<file path="config.mk">
export PLATFORM = sky130hd
export DESIGN_NAME = vadc_top
export DESIGN_NICKNAME = d
export VERILOG_FILES = /design/src/rtl/vadc_pkg.sv /design/src/rtl/vadc_sync.sv /design/src/rtl/vadc_fifo.sv /design/src/rtl/vadc_pacer.sv /design/src/rtl/vadc_spi_slave.sv /design/src/rtl/vadc_top.sv
export SDC_FILE = /design/constraint.sdc
export NUM_CORES = 1
export LEC_CHECK = 0
export BUFFER_PORTS_ARGS = -buffer_cell sky130_fd_sc_hd__buf_2
export CORE_MARGIN = 1.5
export CORE_UTILIZATION = 55
export CTS_BUF_LIST = sky130_fd_sc_hd__clkbuf_8
export CTS_CLUSTER_SIZE = 12
export DETAILED_ROUTE_END_ITERATION = 8
export PLACE_DENSITY = 0.72
export SLEW_MARGIN = 10
export SYNTH_ARGS = -nofsm -noshare
export SYNTH_HDL_FRONTEND = slang
export SYNTH_HIERARCHICAL = 1
export SYNTH_SLANG_ARGS = --single-unit
</file>
<file path="constraint.sdc">
create_clock -name clk_i -period 3.33 [get_ports clk_i]
set_input_delay 0 -clock clk_i [delete_from_list [all_inputs] [get_ports clk_i]]
set_output_delay 0 -clock clk_i [all_outputs]
set_load 0.05 [all_outputs]
</file>
<file path="src/rtl/vadc_pkg.sv">
package vadc_pkg;
  parameter int unsigned SAMPLE_W = 16;
  typedef logic [SAMPLE_W-1:0] sample_t;
  // action taken when chip select falls
  typedef enum logic [1:0] {
    LD_NONE  = 2'd0,
    LD_DATA  = 2'd1,
    LD_UNDER = 2'd2,
    LD_IDLE  = 2'd3
  } load_e;
endpackage

</file>
<file path="src/rtl/vadc_sync.sv">
module vadc_sync #(
  parameter logic RESET_VAL = 1'b0
) (
  input  logic clk_i,
  input  logic rst_ni,
  input  logic d_i,
  output logic q_o
);
  logic [1:0] stg_q;

  always_ff @(posedge clk_i or negedge rst_ni) begin
    if (!rst_ni) stg_q <= {2{RESET_VAL}};
    else         stg_q <= {stg_q[0], d_i};
  end

  assign q_o = stg_q[1];
endmodule

</file>
<file path="src/rtl/vadc_fifo.sv">
module vadc_fifo
  import vadc_pkg::*;
#(
  parameter int unsigned DEPTH = 16,
  localparam int unsigned AW = $clog2(DEPTH),
  localparam int unsigned LW = AW + 1
) (
  input  logic          clk_i,
  input  logic          rst_ni,
  input  logic          push_i,
  input  sample_t       data_i,
  input  logic          pop_i,
  output sample_t       data_o,
  output logic          full_o,
  output logic          empty_o,
  output logic [LW-1:0] level_o,
  output logic          drop_o
);
  sample_t       mem_q [DEPTH];
  logic [AW-1:0] wr_ptr_q, rd_ptr_q;
  logic [LW-1:0] cnt_q;
  logic          push_ok, pop_ok;

  assign full_o  = (cnt_q == LW'(DEPTH));
  assign empty_o = (cnt_q == '0);
  assign push_ok = push_i & ~full_o;
  assign pop_ok  = pop_i & ~empty_o;
  assign drop_o  = push_i & full_o;
  assign data_o  = mem_q[rd_ptr_q];
  assign level_o = cnt_q;

  function automatic logic [AW-1:0] nxt(input logic [AW-1:0] p);
    return (p == AW'(DEPTH - 1)) ? '0 : p + 1'b1;
  endfunction

  always_ff @(posedge clk_i) begin
    if (push_ok) mem_q[wr_ptr_q] <= data_i;
  end

  always_ff @(posedge clk_i or negedge rst_ni) begin
    if (!rst_ni) begin
      wr_ptr_q <= '0;
      rd_ptr_q <= '0;
      cnt_q    <= '0;
    end else begin
      if (push_ok) wr_ptr_q <= nxt(wr_ptr_q);
      if (pop_ok)  rd_ptr_q <= nxt(rd_ptr_q);
      unique case ({push_ok, pop_ok})
        2'b10:   cnt_q <= cnt_q + 1'b1;
        2'b01:   cnt_q <= cnt_q - 1'b1;
        default: cnt_q <= cnt_q;
      endcase
    end
  end
endmodule

</file>
<file path="src/rtl/vadc_pacer.sv">
module vadc_pacer #(
  parameter int unsigned DIV_W = 24
) (
  input  logic             clk_i,
  input  logic             rst_ni,
  input  logic             en_i,
  input  logic [DIV_W-1:0] reload_i,
  output logic             tick_o,
  output logic             drdy_o
);
  logic [DIV_W-1:0] cnt_q;
  logic             drdy_q;

  assign tick_o = en_i & (cnt_q == '0);
  assign drdy_o = drdy_q;

  always_ff @(posedge clk_i or negedge rst_ni) begin
    if (!rst_ni) begin
      cnt_q  <= '0;
      drdy_q <= 1'b0;
    end else begin
      drdy_q <= tick_o;
      if (!en_i || cnt_q == '0) cnt_q <= reload_i;
      else                      cnt_q <= cnt_q - 1'b1;
    end
  end
endmodule

</file>
<file path="src/rtl/vadc_spi_slave.sv">
module vadc_spi_slave
  import vadc_pkg::*;
(
  input  logic    clk_i,
  input  logic    rst_ni,
  input  logic    sclk_i,
  input  logic    cs_ni,
  input  logic    pending_i,
  input  logic    empty_i,
  input  sample_t data_i,
  output logic    cs_fall_o,
  output logic    pop_o,
  output logic    unf_set_o,
  output logic    miso_o
);
  logic    sclk_s, cs_s, sclk_d, cs_d;
  logic    sclk_fall;
  load_e   act;
  sample_t shreg_q;

  vadc_sync #(.RESET_VAL(1'b0)) i_sync_sclk (
    .clk_i(clk_i), .rst_ni(rst_ni), .d_i(sclk_i), .q_o(sclk_s));
  vadc_sync #(.RESET_VAL(1'b1)) i_sync_cs (
    .clk_i(clk_i), .rst_ni(rst_ni), .d_i(cs_ni), .q_o(cs_s));

  always_ff @(posedge clk_i or negedge rst_ni) begin
    if (!rst_ni) begin
      sclk_d <= 1'b0;
      cs_d   <= 1'b1;
    end else begin
      sclk_d <= sclk_s;
      cs_d   <= cs_s;
    end
  end

  assign cs_fall_o = cs_d & ~cs_s;
  assign sclk_fall = sclk_d & ~sclk_s;

  always_comb begin
    if (!cs_fall_o)     act = LD_NONE;
    else if (!pending_i) act = LD_IDLE;
    else if (empty_i)   act = LD_UNDER;
    else                act = LD_DATA;
  end

  assign pop_o     = (act == LD_DATA);
  assign unf_set_o = (act == LD_UNDER);

  always_ff @(posedge clk_i or negedge rst_ni) begin
    if (!rst_ni) begin
      shreg_q <= '0;
    end else begin
      unique case (act)
        LD_DATA:            shreg_q <= data_i;
        LD_UNDER, LD_IDLE:  shreg_q <= '0;
        default: if (sclk_fall && !cs_s) shreg_q <= {shreg_q[SAMPLE_W-2:0], 1'b0};
      endcase
    end
  end

  assign miso_o = ~cs_s & shreg_q[SAMPLE_W-1];
endmodule

</file>
<file path="src/rtl/vadc_top.sv">
module vadc_top
  import vadc_pkg::*;
#(
  parameter int unsigned DEPTH = 16,
  parameter int unsigned DIV_W = 24,
  localparam int unsigned LW = $clog2(DEPTH) + 1
) (
  input  logic                clk_i,
  input  logic                rst_ni,
  input  logic                fill_valid_i,
  input  logic [SAMPLE_W-1:0] fill_data_i,
  output logic                fill_full_o,
  output logic [LW-1:0]       fill_level_o,
  input  logic [DIV_W-1:0]    rate_reload_i,
  input  logic                pace_en_i,
  input  logic                clr_underflow_i,
  input  logic                clr_overflow_i,
  input  logic                sclk_i,
  input  logic                cs_ni,
  output logic                miso_o,
  output logic                drdy_o,
  output logic                underflow_o,
  output logic                overflow_o
);
  sample_t head;
  logic    empty, pop, drop, tick, cs_fall, unf_set;
  logic    pending_q, unf_q, ovf_q;

  vadc_fifo #(.DEPTH(DEPTH)) i_fifo (
    .clk_i(clk_i), .rst_ni(rst_ni),
    .push_i(fill_valid_i), .data_i(fill_data_i),
    .pop_i(pop), .data_o(head),
    .full_o(fill_full_o), .empty_o(empty),
    .level_o(fill_level_o), .drop_o(drop));

  vadc_pacer #(.DIV_W(DIV_W)) i_pacer (
    .clk_i(clk_i), .rst_ni(rst_ni),
    .en_i(pace_en_i), .reload_i(rate_reload_i),
    .tick_o(tick), .drdy_o(drdy_o));

  vadc_spi_slave i_spi (
    .clk_i(clk_i), .rst_ni(rst_ni),
    .sclk_i(sclk_i), .cs_ni(cs_ni),
    .pending_i(pending_q), .empty_i(empty), .data_i(head),
    .cs_fall_o(cs_fall), .pop_o(pop), .unf_set_o(unf_set),
    .miso_o(miso_o));

  // a tick coinciding with a transaction start arms the next one
  always_ff @(posedge clk_i or negedge rst_ni) begin
    if (!rst_ni) begin
      pending_q <= 1'b0;
      unf_q     <= 1'b0;
      ovf_q     <= 1'b0;
    end else begin
      pending_q <= tick | (pending_q & ~cs_fall);
      unf_q     <= unf_set | (unf_q & ~clr_underflow_i);
      ovf_q     <= drop | (ovf_q & ~clr_overflow_i);
    end
  end

  assign underflow_o = unf_q;
  assign overflow_o  = ovf_q;
endmodule

</file>
=== Word level (Yosys, flattened, before mapping) ===
Memories as Yosys holds them, arrays and structs flattened.
Index checks and enable logic that the tools add are counted.

* Muxes and demuxes: 11
* Reduce and logical (&&, ||, !) cells: 9
* Bitwise operators: 20
* Add/subtract/negate cells: 5
* Equal/unequal tests: 8

{| class="wikitable"
|+ Operators with widths
! kind !! number
|-
| 16-bit case mux with 2 select lines || 1
|-
| 24-bit zero test || 1
|-
| 24-bit two-way mux || 1
|-
| 24-bit by 1-bit subtractor with 24-bit output, second input constant || 1
|-
| 16-bit two-way mux || 1
|-
| 1-bit AND || 10
|-
| 5-bit case mux with 2 select lines || 1
|-
| 4-bit by 1-bit adder with 4-bit output, second input constant || 2
|-
| 4-bit == test, second input constant || 2
|-
| 4-bit two-way mux || 2
|-
| 1-bit NOT || 7
|-
| 2-bit == test, second input constant || 3
|-
| 2-bit two-way mux || 3
|-
| 5-bit by 1-bit adder with 5-bit output, second input constant || 1
|-
| 5-bit == test, second input constant || 1
|-
| 5-bit zero test || 1
|-
| 5-bit by 1-bit subtractor with 5-bit output, second input constant || 1
|-
| 2-bit by 1-bit == test with 1-bit output, second input constant || 2
|-
| 1-bit OR || 3
|-
| 3-bit nonzero test || 1
|-
| 1-bit zero test || 2
|-
| 1-bit two-way mux || 2
|-
| 2-bit nonzero test || 1
|-
| 2-bit OR reduction || 1
|-
| other kinds (2) || 2
|}

* Output and inout port bits: 10
* Memories kept: 1
* Flip-flop bits (word level): 63
* Input port bits: 48
* Logic and storage cells: 67
* Bits in writable memories: 256

{| class="wikitable"
|+ Memory list
! name !! depth !! width !! rd ports !! clocked after Yosys merged registers in !! write ports !! RTL line !! text
|-
| i_fifo.mem_q || 16 || 16 || 1 || 0 || 1 || vadc_fifo.sv:19 || <nowiki>sample_t mem_q [DEPTH];</nowiki>
|}

=== Longest topological paths before layout ===
Gate-level depths: netlist (run 1).

* Word-level depth: 8
* Mapped depth: 12
* Depth with buffers taken out: 10

=== Modules after synthesis ===
The synthesis (run 1) kept the hierarchy.

{| class="wikitable"
|+ Modules (own cells, without submodules)
! module !! sequential area each (um^2) !! times used !! cells each !! area an instance (um^2)
|-
| vadc_fifo || 8012.7 || 1 || 525 || 10697.8
|-
| vadc_pacer || 625.6 || 1 || 150 || 1397.6
|-
| vadc_spi_slave || 451.7 || 1 || 62 || 865.8
|-
| vadc_top || 75.1 || 1 || 9 || 108.9
|-
| vadc_sync (i_spi.i_sync_cs) || 52.6 || 1 || 2 || 52.6
|-
| vadc_sync (i_spi.i_sync_sclk) || 50.0 || 1 || 2 || 50.0
|}

=== Worst setup path after synthesis (run 1) ===
OpenSTA, ideal clock, no wires.

* Path kind: flip-flop to flip-flop
* From: register i_fifo.cnt_q[1], in the netlist i_fifo/level_o[1]
* To: register i_fifo.cnt_q[4], in the netlist i_fifo/level_o[4]
* Slack: 0.095 ns
* Library setup time: 0.146 ns
* Data arrival time: 3.089 ns
* Clock period less this slack: 3.235 ns
* Buffers on the path: 2
* Data required time: 3.184 ns
* Stages on the path, launching flop included: 13
* Path through: dfrtp_1 -> or4_4 -> nor2_1 -> nor4bb_2 -> buf_6 -> buf_8 -> o21a_4 -> ha_1 -> fa_1 -> a21o_1 -> a21oi_1 -> mux2i_1 -> xnor2_1

* Word-level cells in the longest chain between the ends: 8
* Elaborated cells between the ends (all ways): 16
* Classes of those cells: add/sub: 2; eq/ne: 4; mux: 4; bitwise: 4; reduce/logical: 2

{| class="wikitable"
|+ Ends and longest elaborated chain
! element !! RTL line !! text
|-
| start: declaration || vadc_fifo.sv:21 || <nowiki>logic [LW-1:0] cnt_q;</nowiki>
|-
| start signal: assignment || vadc_fifo.sv:49 || <nowiki>2'b10: cnt_q <= cnt_q + 1'b1;</nowiki>
|-
| start signal: assignment || vadc_fifo.sv:50 || <nowiki>2'b01: cnt_q <= cnt_q - 1'b1;</nowiki>
|-
| start signal: assignment || vadc_fifo.sv:51 || <nowiki>default: cnt_q <= cnt_q;</nowiki>
|-
| 5-bit zero test (*) || vadc_fifo.sv:25 || <nowiki>assign empty_o = (cnt_q == '0);</nowiki>
|-
| net empty || vadc_top.sv:26 || <nowiki>logic empty, pop, drop, tick, cs_fall, unf_set;</nowiki>
|-
| 2-bit two-way mux (*) || vadc_spi_slave.sv:42 || <nowiki>else if (empty_i) act = LD_UNDER;</nowiki>
|-
| 2-bit two-way mux (*) || vadc_spi_slave.sv:41 || <nowiki>else if (!pending_i) act = LD_IDLE;</nowiki>
|-
| 2-bit two-way mux (*) || vadc_spi_slave.sv:40 || <nowiki>if (!cs_fall_o) act = LD_NONE;</nowiki>
|-
| 2-bit by 1-bit == test with 1-bit output (*) || vadc_spi_slave.sv:46 || <nowiki>assign pop_o = (act == LD_DATA);</nowiki>
|-
| net pop || vadc_top.sv:26 ||
|-
| 1-bit AND (*) || vadc_fifo.sv:27 || <nowiki>assign pop_ok = pop_i & ~empty_o;</nowiki>
|-
| net i_fifo.pop_ok || vadc_fifo.sv:22 || <nowiki>logic push_ok, pop_ok;</nowiki>
|-
| 2-bit by 1-bit == test with 1-bit output or 2-bit == test (tied branches) || vadc_fifo.sv:48 || <nowiki>unique case ({push_ok, pop_ok})</nowiki>
|-
| 5-bit case mux with 2 select lines or 2-bit nonzero test (tied branches) || n/a ||
|}

The timed path passes the listed nets; every way through them passes the cells marked *.
A chain may end at the register's enable or synchronous reset.

=== Final worst setup path (run 1) ===
Same ends and word-level chain as after synthesis.

==> results of run 1 <==
## flip-flops by register name, summed over array words and instances (netlist names), 2 cells and up
register,count
i_spi/i_sync_sclk/stg_q,2
i_fifo/mem_q,256
i_fifo/wr_ptr_q,4
i_spi/i_sync_cs/stg_q,2
i_spi/shreg_q,16
i_fifo/rd_ptr_q,4
i_fifo/level_o,5
i_pacer/cnt_q,24
## final cells by class
cell class / count / area, um^2
Tap cell: 319 / 399
Inverter: 12 / 45.0
Sequential cell: 319 / 9270
Multi-Input combinational cell: 382 / 3650
Fill cell: 1607 / 8200
Timing Repair Buffer: 135 / 1020
Clock buffer: 52 / 716
Clock inverter: 39 / 169
## kinds of logic after synthesis
group | count (synthesis) | share of synthesized area (%)
adders and majority gates | 12 | 1.20
xor gates and xnor gates | 25 | 1.66
DFF | 319 | 70.4
and+or+nand+nor | 114 | 4.56
buffers and inverters | 49 | 2.17
AOI/OAI and AO/OA | 116 | 6.16
muxes | 115 | 13.9
## critical path: cells and delay by family (launching register included)
| kind | cells | cell delay, ps |
|---|---|---|
| AO/OA/AOI/OAI | 3 | 510 |
| XOR/XNOR | 1 | 130 |
| adder cells (fa/ha/maj) | 2 | 710 |
| flip-flops | 1 | 450 |
| multiplexers | 1 | 230 |
| AND/OR/NAND/NOR | 3 | 890 |
## metal layers
metal / routed length [um] / part of all wire (%) / up-vias
li1: - / - / 3292
met1: 11700 / 43 / 3704
met2: 13700 / 50 / 173
met3: 1110 / 4.1 / 54
met4: 734 / 2.7 / 0
met5: 0 / 0 / -
## where the power goes
| group | internal, mW | switching (mW) | leakage (nW) |
|---|---|---|---|
| logic | 0.381 | 0.695 | 1.72 |
| clock network | 1.45 | 1.45 | 0.533 |
| registers | 4.68 | 0.176 | 3.11 |
| total | 6.51 | 2.32 | 5.36 |
## final timing paths
path                                           from                          to  slack [ps]  cells after the start
setup / recovery                  i_fifo/level_o[1]           i_fifo/level_o[4]         320                     10
hold / removal                               rst_ni           i_spi/shreg_q[10]          40                      2
setup reg to reg                  i_fifo/level_o[1]           i_fifo/level_o[4]         320                     10
hold reg to reg            i_spi/i_sync_cs/stg_q[0]    i_spi/i_sync_cs/stg_q[1]         360                      0
max in group asynchronous                    rst_ni    i_spi/i_sync_cs/stg_q[0]        2350                      3
min in group clk_i                           sclk_i  i_spi/i_sync_sclk/stg_q[0]          80                      2
## Yosys cell counts (4+ instances only)
cell and count:
xor2_1 6, a21oi_1 5, clkbuf_1 4, xnor2_1 19, mux2_2 15, a21o_1 7
buf_2 12, mux4_2 36, dfrtp_1 60, nor4_1 5, o21ai_0 22, o21ai_1 23
a22o_1 16, nand2_1 37, buf_4 9, nor3_1 13, mux2i_1 49, a22oi_1 16
nand2b_1 4, nor2_1 25, edfxtp_1 256, a32oi_1 16, nand3_1 6, buf_6 5
nor2b_1 4, inv_1 11, ha_1 11, mux4_1 12
## per-stage QoR
step,setup WS [ps],instance area [um^2],utilization [%]
after global routing,138,15300,65.1
after global placement,122,13900,59.2
final,317,15300,65.1
after detailed placement,-28.4,13900,59.2
after CTS,318,15300,65.1
after floorplan,95.0,13200,-
## what timing repair did
item,CTS,global route
hold buffers,48,0
hold endpoints to repair,317,0
endpoints found under the setup margin,2,0
buffers inserted,1,0
==> results_dict.tcl, run 1 <==
set metrics [dict create \
    outcome "finished, final reports clean" \
    via_per_inst 5.74 \
    slowest_stage "or4_4" \
    finalSetupTns_ps 0 \
    drc 0 \
    async_reset_ff_share_pct 19.7 \
    ys_ff_latch 319 \
    use_met3_pct 3.67 \
    yosysWarnings 6 \
    use_met2_pct 38.6 \
    path_class "register to register" \
    report.power.total_mw 8.83 \
    grt_util_all_layers_pct 23.0 \
    synth-edff-count 256 \
    gp_congestion 0.793 \
    drtIter0Drc 581 \
    finalWirelength_um 27300 \
    ctsResizeCount 0 \
    vias 7223 \
    path_max_fanout 6 \
    startpoint_type "register" \
    postSynthCellCount 750 \
    instances_no_fill 1258 \
    synth_top_area_share_pct 58.4 \
    rsz0062_at_grt "no" \
    cts_max_level 2 \
    die_h_um 158 \
    grt_pass1_wl_um 41800 \
    mostFrequentLayoutCells "edfxtp_1 (256), dfrtp_1 (58), buf_2 (57)" \
    fin_skew_ps 42.7 \
    clock_latency_ps 580 \
    dieArea_um2 24900 \
    timing.fmax_mhz 332 \
    hold_path.class "input pin to asynchronous set/reset pin" \
    crit_path_end_kind "register" \
    tritoncts "yes" \
    cts_buffers 49 \
    cts-root-buf "clkbuf_8" \
    drt_first_pass_iters 4 \
    final_common_cell "edfxtp_1" \
    clock-sinks 319 \
    drive_gt1_share_pct 23.7 \
    min_period_over_period_pct 90.5 \
    io_pins 58 \
    io_buffers 57 \
    ir_drop_mv 0.469 \
    path_cells "or4_4 > nor2_1 > nor4bb_4 > o21a_4 > ha_1 > fa_1 > a21o_1 > a21oi_1 > mux2i_1 > xnor2_1" \
    grt_pass1_vias 7490 \
    powerDensity_nw_per_um2 578 \
    drv_cap 0 \
    antenna_found_initial 0 \
    dp.final_hpwl_um 15500 \
    p_leak_nw 5.36 \
    tightest_slew_ps 943 \
    nets 959 \
    top_usage_layer "met2" \
    synth_top_area_cell "edfxtp_1" \
    arrival_ps 3480 \
    ys_top_cells_by_area "edfxtp_1 (58%), dfrtp_1 (11%), mux4_2 (6.2%)" \
    gr-total-overflow 0 \
    met1_usage_pct 30.5 \
    rows 56 \
    setup_violations 0 \
    syn_nets 810 \
    cts_buffer_depth 3 \
    max_stage_delay_ps 600 \
    period_minus_slack_ps 3010 \
    placedCellCount 1118 \
    ant_nets 0 \
    whs_ps 38.2 \
    synth_cell_types 59 \
    clk_pin_slew_ps 60 \
    chipWidth_um 158 \
    hold_viol 0 \
    wl_per_cell_um 21.7 \
    cp.required_ps 3790 \
    grt_max_degree 47 \
    netlist_area_um2 13200 \
    slew_violations 0 \
    syn_to_final_growth_pct 15.9 \
    core_area_um2 23500 \
    yosysSeqAreaShare_pct 70.4 \
    diodes 0 \
    synth_flop_cell "edfxtp_1" \
    postSynthAreaPerCell_um2 17.6 \
    start_util_pct 56.1 \
    max_slew_margin_pct 36.9 \
]
No activity file was read; power rests on OpenSTA's default activity.
==> run 2, diff against run 1 <==
--- a/config.mk
+++ b/config.mk
@@ -5,6 +5,7 @@
 export SDC_FILE = /design/constraint.sdc
 export NUM_CORES = 1
 export LEC_CHECK = 0
+export ABC_AREA = 1
 export BUFFER_PORTS_ARGS = -buffer_cell sky130_fd_sc_hd__buf_2
 export CORE_MARGIN = 1.5
 export CORE_UTILIZATION = 55
==> run 2 against run 1 <==
Compared with the run above:
- first-iteration DRC count grew 93%
- register-to-register slack improved by 210 ps
- critical path depth stayed put
- maximum frequency increased by 7.4%
- power rose by 24%
- core utilization shrank 0.56 points
- cell area increased by 13%
- die area rose by 13%
- sequential power about the same
- hold slack gained 50 ps
- count of clock-buffer cells in the layout is 3 higher
- critical path type unchanged
- critical endpoint is now i_pacer/cnt_q[3]
- largest power group unchanged
==> results_dict.tcl, run 2 <==
set metrics [dict create \
    outcome "finished, final reports clean" \
    ant_nets 0 \
    via_per_inst 5.13 \
    hold_path.class "input pin to register" \
    clock_latency_ps 590 \
    grt_max_degree 132 \
    drv_cap 0 \
    drtIter0Drc 1122 \
    path_class "register to register" \
    synthTopCellsByCount "nand2_1 (597), inv_1 (272), edfxtp_1 (256)" \
    final.fill_count 2120 \
    synth_top_area_cell "edfxtp_1" \
    crit_path_end_kind "register" \
    async_reset_ff_share_pct 19.7 \
    setup_violations 0 \
    period_minus_slack_ps 2810 \
    io_buffers 57 \
    largest_reg_flops 256 \
    clock-sinks 319 \
    ctsResizeCount 0 \
    final_common_cell "nand2_1" \
    ys_top_cells_by_area "edfxtp_1 (52%), nand2_1 (15%), dfrtp_1 (10%)" \
    drive_gt1_share_pct 10.7 \
    clk_pin_slew_ps 60 \
    wl_per_cell_um 16.2 \
    met1_usage_pct 33.0 \
    yosysWarnings 6 \
    cts_max_level 2 \
    syn_to_final_growth_pct 15.8 \
    nets 1834 \
    cts_buffer_depth 3 \
    cts-root-buf "clkbuf_8" \
    reg.largest.list "i_fifo/mem_q x256, i_pacer/cnt_q x24, i_spi/shreg_q x16" \
    antenna_found_initial 1 \
    io_pins 58 \
    timing.fmax_mhz 356 \
    syn_nets 1672 \
    grt_pass1_wl_um 55800 \
    largest-register "i_fifo/mem_q" \
    min_from "sclk_i" \
    synth-edff-count 256 \
    use_met2_pct 43.3 \
    top_usage_layer "met2" \
    postSynthAreaPerCell_um2 9.23 \
    drt_first_pass_iters 6 \
    postSynthCellCount 1612 \
    cts_buffers 52 \
    max_slew_margin_pct 42.6 \
    finalSetupTns_ps 0 \
    use_met3_pct 3.83 \
    multiInputGateArea_um2 4130 \
    p_leak_nw 8.13 \
    crit_path_start "i_pacer/cnt_q[0]" \
    dpl-instance-area_um2 15500 \
    ir_drop_mv 0.553 \
    synth_flop_cell "edfxtp_1" \
    min_period_over_period_pct 84.3 \
    drc 0 \
    path_max_fanout 34 \
    yosysSeqAreaShare_pct 62.3 \
    dieArea_um2 28100 \
    mostFrequentLayoutCells "nand2_1 (597), inv_1 (295), edfxtp_1 (256)" \
    gr-total-overflow 0 \
    powerDensity_nw_per_um2 637 \
    rsz0062_at_grt "no" \
    finalWirelength_um 34800 \
    seq_area_um2 9270 \
    r2r_start "i_pacer/cnt_q[0]" \
    final_cell_area_um2 17200 \
    tritoncts "yes" \
    vias 11000 \
    synth_cell_types 32 \
    chipWidth_um 168 \
    dp.final_hpwl_um 20100 \
    arrival_ps 3320 \
    gp_congestion 0.877 \
    rows 60 \
    synth_top_area_share_pct 51.7 \
    netlist_area_um2 14900 \
    synth_most_common_cell "nand2_1" \
    core_area_um2 26700 \
    hold_buffers 77 \
    slew_violations 0 \
    fin_skew_ps 30.5 \
    cts_setup_buffers 0 \
    cp.required_ps 3840 \
    grt_pass1_vias 10800 \
    start_util_pct 55.7 \
    grt_util_all_layers_pct 25.5 \
    hold_viol 0 \
    ys_ff_latch 319 \
    die_h_um 168 \
    startpoint_type "register" \
    tightest_slew_ps 861 \
]
run 2: cell types whose count changed after synthesis, sizes merged, moves of 18 or more:
cell | previous run | this run
nand2 | 37 | 605
inv | 12 | 287
nand3 | 6 | 211
mux2i | 49 | 0
mux4 | 48 | 0
nor2 | 25 | 66
o21ai | 46 | 18
buf | 30 | 56
mux2 | 18 | 0
run 2: worst paths after layout:
check                                              to  slack, ps  cells after the start
max reg2reg                          i_pacer/cnt_q[3]        520                     10
min reg2reg                i_spi/i_sync_sclk/stg_q[1]        350                      0
max in group asynchronous  i_spi/i_sync_sclk/stg_q[1]       1780                      4
min in group asynchronous    i_spi/i_sync_cs/stg_q[0]        550                      3
min                        i_spi/i_sync_sclk/stg_q[0]         90                      2
max                                  i_pacer/cnt_q[3]        520                     10
run 2: cell families after synthesis:
family / count (synthesis) / share of synthesized area (%)
compound gates: 19 / 0.639
xor+xnor: 13 / 0.765
simple gates: 900 / 25.3
flops: 319 / 62.3
buf+inv: 349 / 9.96
fa+ha+maj: 12 / 1.06
run 2: area by class of cell:
| class | instances | area share, % |
|---|---|---|
| Sequential cell | 319 | 53.8 |
| Multi-Input combinational cell | 944 | 24.0 |
| Timing Repair Buffer | 169 | 8.01 |
| Inverter | 288 | 6.31 |
| Clock buffer | 55 | 4.39 |
| Tap cell | 341 | 2.48 |
| Clock inverter | 35 | 1.02 |
| Antenna cell | 1 | 0.0145 |
run 2: routing by layer:
layer  share of wire (%)  routed length [um]
met1                  42               14700
met2                  48               16700
met3                 6.0                2100
met4                 3.7                1300
met5                   0                   0
run 2: worst max-delay path: stages (launching register included):
cell and delay [ps]:
dfrtp_1 380, inv_1 100, ha_1 180, nand3_1 80, nor2_1 140, nand3_2 120
nand2_4 310, nand2_1 160, dlygate4sd3_1 620, o21ai_0 70, dlygate4sd3_1 580
run 2: through the flow:
stage / utilization (%) / power [mW] / hold slack (ps) / instances / setup slack (ps)
after floorplan: - / 7.08 / -296 / 1612 / 700
after global placement: 58.1 / 7.76 / -65.3 / 1984 / 681
after detailed placement: 58.1 / 7.85 / -57.5 / 1984 / 596
after CTS: 64.5 / 11.0 / 72.8 / 2151 / 589
after global routing: 64.5 / 11.6 / 88.5 / 2151 / 305
final: 64.5 / 11.0 / 88.3 / 2152 / 524
run 2: report_power, final:
group | switching, mW | internal (mW)
Combinational | 2.09 | 0.913
Clock | 1.51 | 1.60
Sequential | 0.178 | 4.69
==> run 3, diff against run 2 <==
--- a/config.mk
+++ b/config.mk
@@ -5,14 +5,14 @@
 export SDC_FILE = /design/constraint.sdc
 export NUM_CORES = 1
 export LEC_CHECK = 0
-export ABC_AREA = 1
+export ABC_AREA = 0
 export BUFFER_PORTS_ARGS = -buffer_cell sky130_fd_sc_hd__buf_2
 export CORE_MARGIN = 1.5
 export CORE_UTILIZATION = 55
 export CTS_BUF_LIST = sky130_fd_sc_hd__clkbuf_8
 export CTS_CLUSTER_SIZE = 12
 export DETAILED_ROUTE_END_ITERATION = 8
-export PLACE_DENSITY = 0.72
+export PLACE_DENSITY = 0.75
 export SLEW_MARGIN = 10
 export SYNTH_ARGS = -nofsm -noshare
 export SYNTH_HDL_FRONTEND = slang
==> constraint.sdc (replaced) <==
create_clock -name clk_i -period 2.3 [get_ports clk_i]
set_input_delay 0 -clock clk_i [delete_from_list [all_inputs] [get_ports clk_i]]
set_output_delay 0 -clock clk_i [all_outputs]
set_load 0.05 [all_outputs]
==> run 3 against run 2 <==
Compared with the run above:
- the run now ends with negative setup slack left
- count of clock-buffer cells in the layout is 4 lower
- power increased by 23%
- flip-flop and latch count unchanged
- register-to-register slack worse by 800 ps
- cell area shrank 8.0%
- clock power is 44% higher
- first-iteration DRC count decreased by 34%
- non-clock buffer count is 6 higher
- die area shrank 11%
- sequential share of layout area up 4.7 points
- cell count fell by 40%
==> results_dict.tcl, run 3 (synthesized netlist as in run 1, its figures left out) <==
set metrics [dict create \
    outcome "complete, but fails checks" \
    failed_checks "negative setup slack" \
    core_area_um2 23500 \
    crit_path_end_kind "register" \
    io_pins 58 \
    fin_ws_ps -275 \
    r2r-end "i_fifo/level_o[4]" \
    ant_nets 0 \
    dieArea_um2 24900 \
    nets 1000 \
    max_stage_delay_ps 580 \
    finalWirelength_um 29100 \
    path_cells "or4_4 > nor2_4 > nor4bb_4 > o21a_4 > ha_4 > fa_2 > a21o_1 > a21oi_2 > mux2i_1 > xnor2_1" \
    hold_end "i_spi/i_sync_cs/stg_q[0]" \
    dp_slack_ps -421 \
    cts-root-buf "clkbuf_8" \
    timing.fmax_mhz 388 \
    drv_cap 0 \
    largest-register "i_fifo/mem_q" \
    top_layer_used "met4" \
    hold_path_depth 2 \
    gr-total-overflow 0 \
    final_cell_area_um2 15800 \
    drtIter0Drc 743 \
    ir_drop_mv 0.633 \
    fin_skew_ps 19.5 \
    rows 56 \
    antenna_found_initial 0 \
    cts_buffer_depth 3 \
    setup_violations 3 \
    rsz0062_at_grt "yes" \
    mostFrequentLayoutCells "edfxtp_1 (256), buf_4 (61), buf_2 (57)" \
    drive_gt1_share_pct 29.8 \
    tritoncts "yes" \
    hold_viol 0 \
    grt_max_degree 47 \
    p_leak_nw 5.56 \
    cts_max_level 2 \
    wl_met3_um 2130 \
    tightest_slew_ps 745 \
    drc 0 \
    path_max_fanout 4 \
    io_buffers 57 \
    dp.final_hpwl_um 17700 \
    clk_pin_slew_ps 70 \
    start_util_pct 56.1 \
    slew_violations 0 \
    grt_pass1_wl_um 44400 \
    reg2reg_slack_ps -270 \
    min_from "cs_ni" \
    slowest_stage "or4_4" \
    clock_latency_ps 580 \
    crit_path_start "i_fifo/level_o[2]" \
    cp.required_ps 2780 \
    drt_first_pass_iters 5 \
    wl_per_cell_um 22.4 \
    via_per_inst 5.86 \
    gp_congestion 0.870 \
    r2r_start "i_fifo/level_o[2]" \
    grt_pass1_vias 8007 \
    wl_met2_um 14300 \
    instances_no_fill 1298 \
    placedCellCount 1150 \
    dpl-instance-area_um2 14200 \
    arrival_ps 3050 \
    clock-sinks 319 \
    report.power.total_mw 13.5 \
    path_class "register to register" \
    period_minus_slack_ps 2570 \
    min_period_over_period_pct 112 \
    startpoint_type "register" \
    chipWidth_um 158 \
    largest_reg_flops 256 \
    vias 7605 \
    cts_buffers 50 \
    die_h_um 158 \
    finish.utilization_pct 67.5 \
    max_slew_margin_pct 50.1 \
    diodes 0 \
    grt_util_all_layers_pct 24.1 \
    reg.largest.list "i_fifo/mem_q x256, i_pacer/cnt_q x24, i_spi/shreg_q x16" \
    powerDensity_nw_per_um2 850 \
    hold_path.class "input pin to register" \
    syn_to_final_growth_pct 20.3 \
    r2r_cells 10 \
    met1_length_um 11600 \
    final_common_cell "edfxtp_1" \
]
[run 3: per-stage QoR]
step                hold slack [ps]  setup TNS [ps]
CTS                            59.1            -659
global placement              -38.6            -463
floorplan                      -296           -1550
detailed placement            -38.7          -11850
global route                   70.6            -872
finish                         92.4            -563
[run 3: layout make-up]
cell class	instances	area (um^2)
clock inverter	40	245
clock buffer	51	702
inverter	12	45.0
timing repair buffer	175	1390
tap	319	399
sequential	319	9280
multi-input combinational	382	3790
fill	1563	7620
[run 3: how the worst max path moves through the flow]
stage,end,slack [ps],cells after the start
floorplan,i_fifo/level_o[4],-630,12
global placement,i_fifo/level_o[4],-240,10
detailed placement,i_fifo/level_o[4],-420,11
CTS,i_fifo/level_o[4],-310,10
global route,i_fifo/level_o[4],-370,10
finish,i_fifo/level_o[4],-270,10
[run 3: report_power, final]
group	total, mW	switching, mW	internal [mW]
sequential	7.01	0.227	6.79
clock	4.48	2.17	2.32
combinational	1.98	1.22	0.763
[run 3: critical path: cells and delay by family (launching register included)]
kind / cells / cell delay (ps)
XOR/XNOR: 1 / 140
adder cells (fa/ha/maj): 2 / 500
multiplexers: 1 / 220
AND/OR/NAND/NOR: 3 / 780
AO/OA/AOI/OAI: 3 / 430
flip-flops: 1 / 400
[run 3: what timing repair did]
item / in CTS / in global routing
gates resized for setup: 10 / 5
pin swaps: 8 / 5
hold endpoints to repair: 349 / 0
setup buffers: 3 / 4
cloned: 0 / 1
hold buffers: 49 / 0
endpoints found under the setup margin: 196 / 19
[run 3: metal layers]
layer	vias to the layer above	global-route usage (%)
met3	87	4.41
met5	-	0
met2	337	40.8
met1	3811	31.1
met4	0	9.61
li1	3370	-
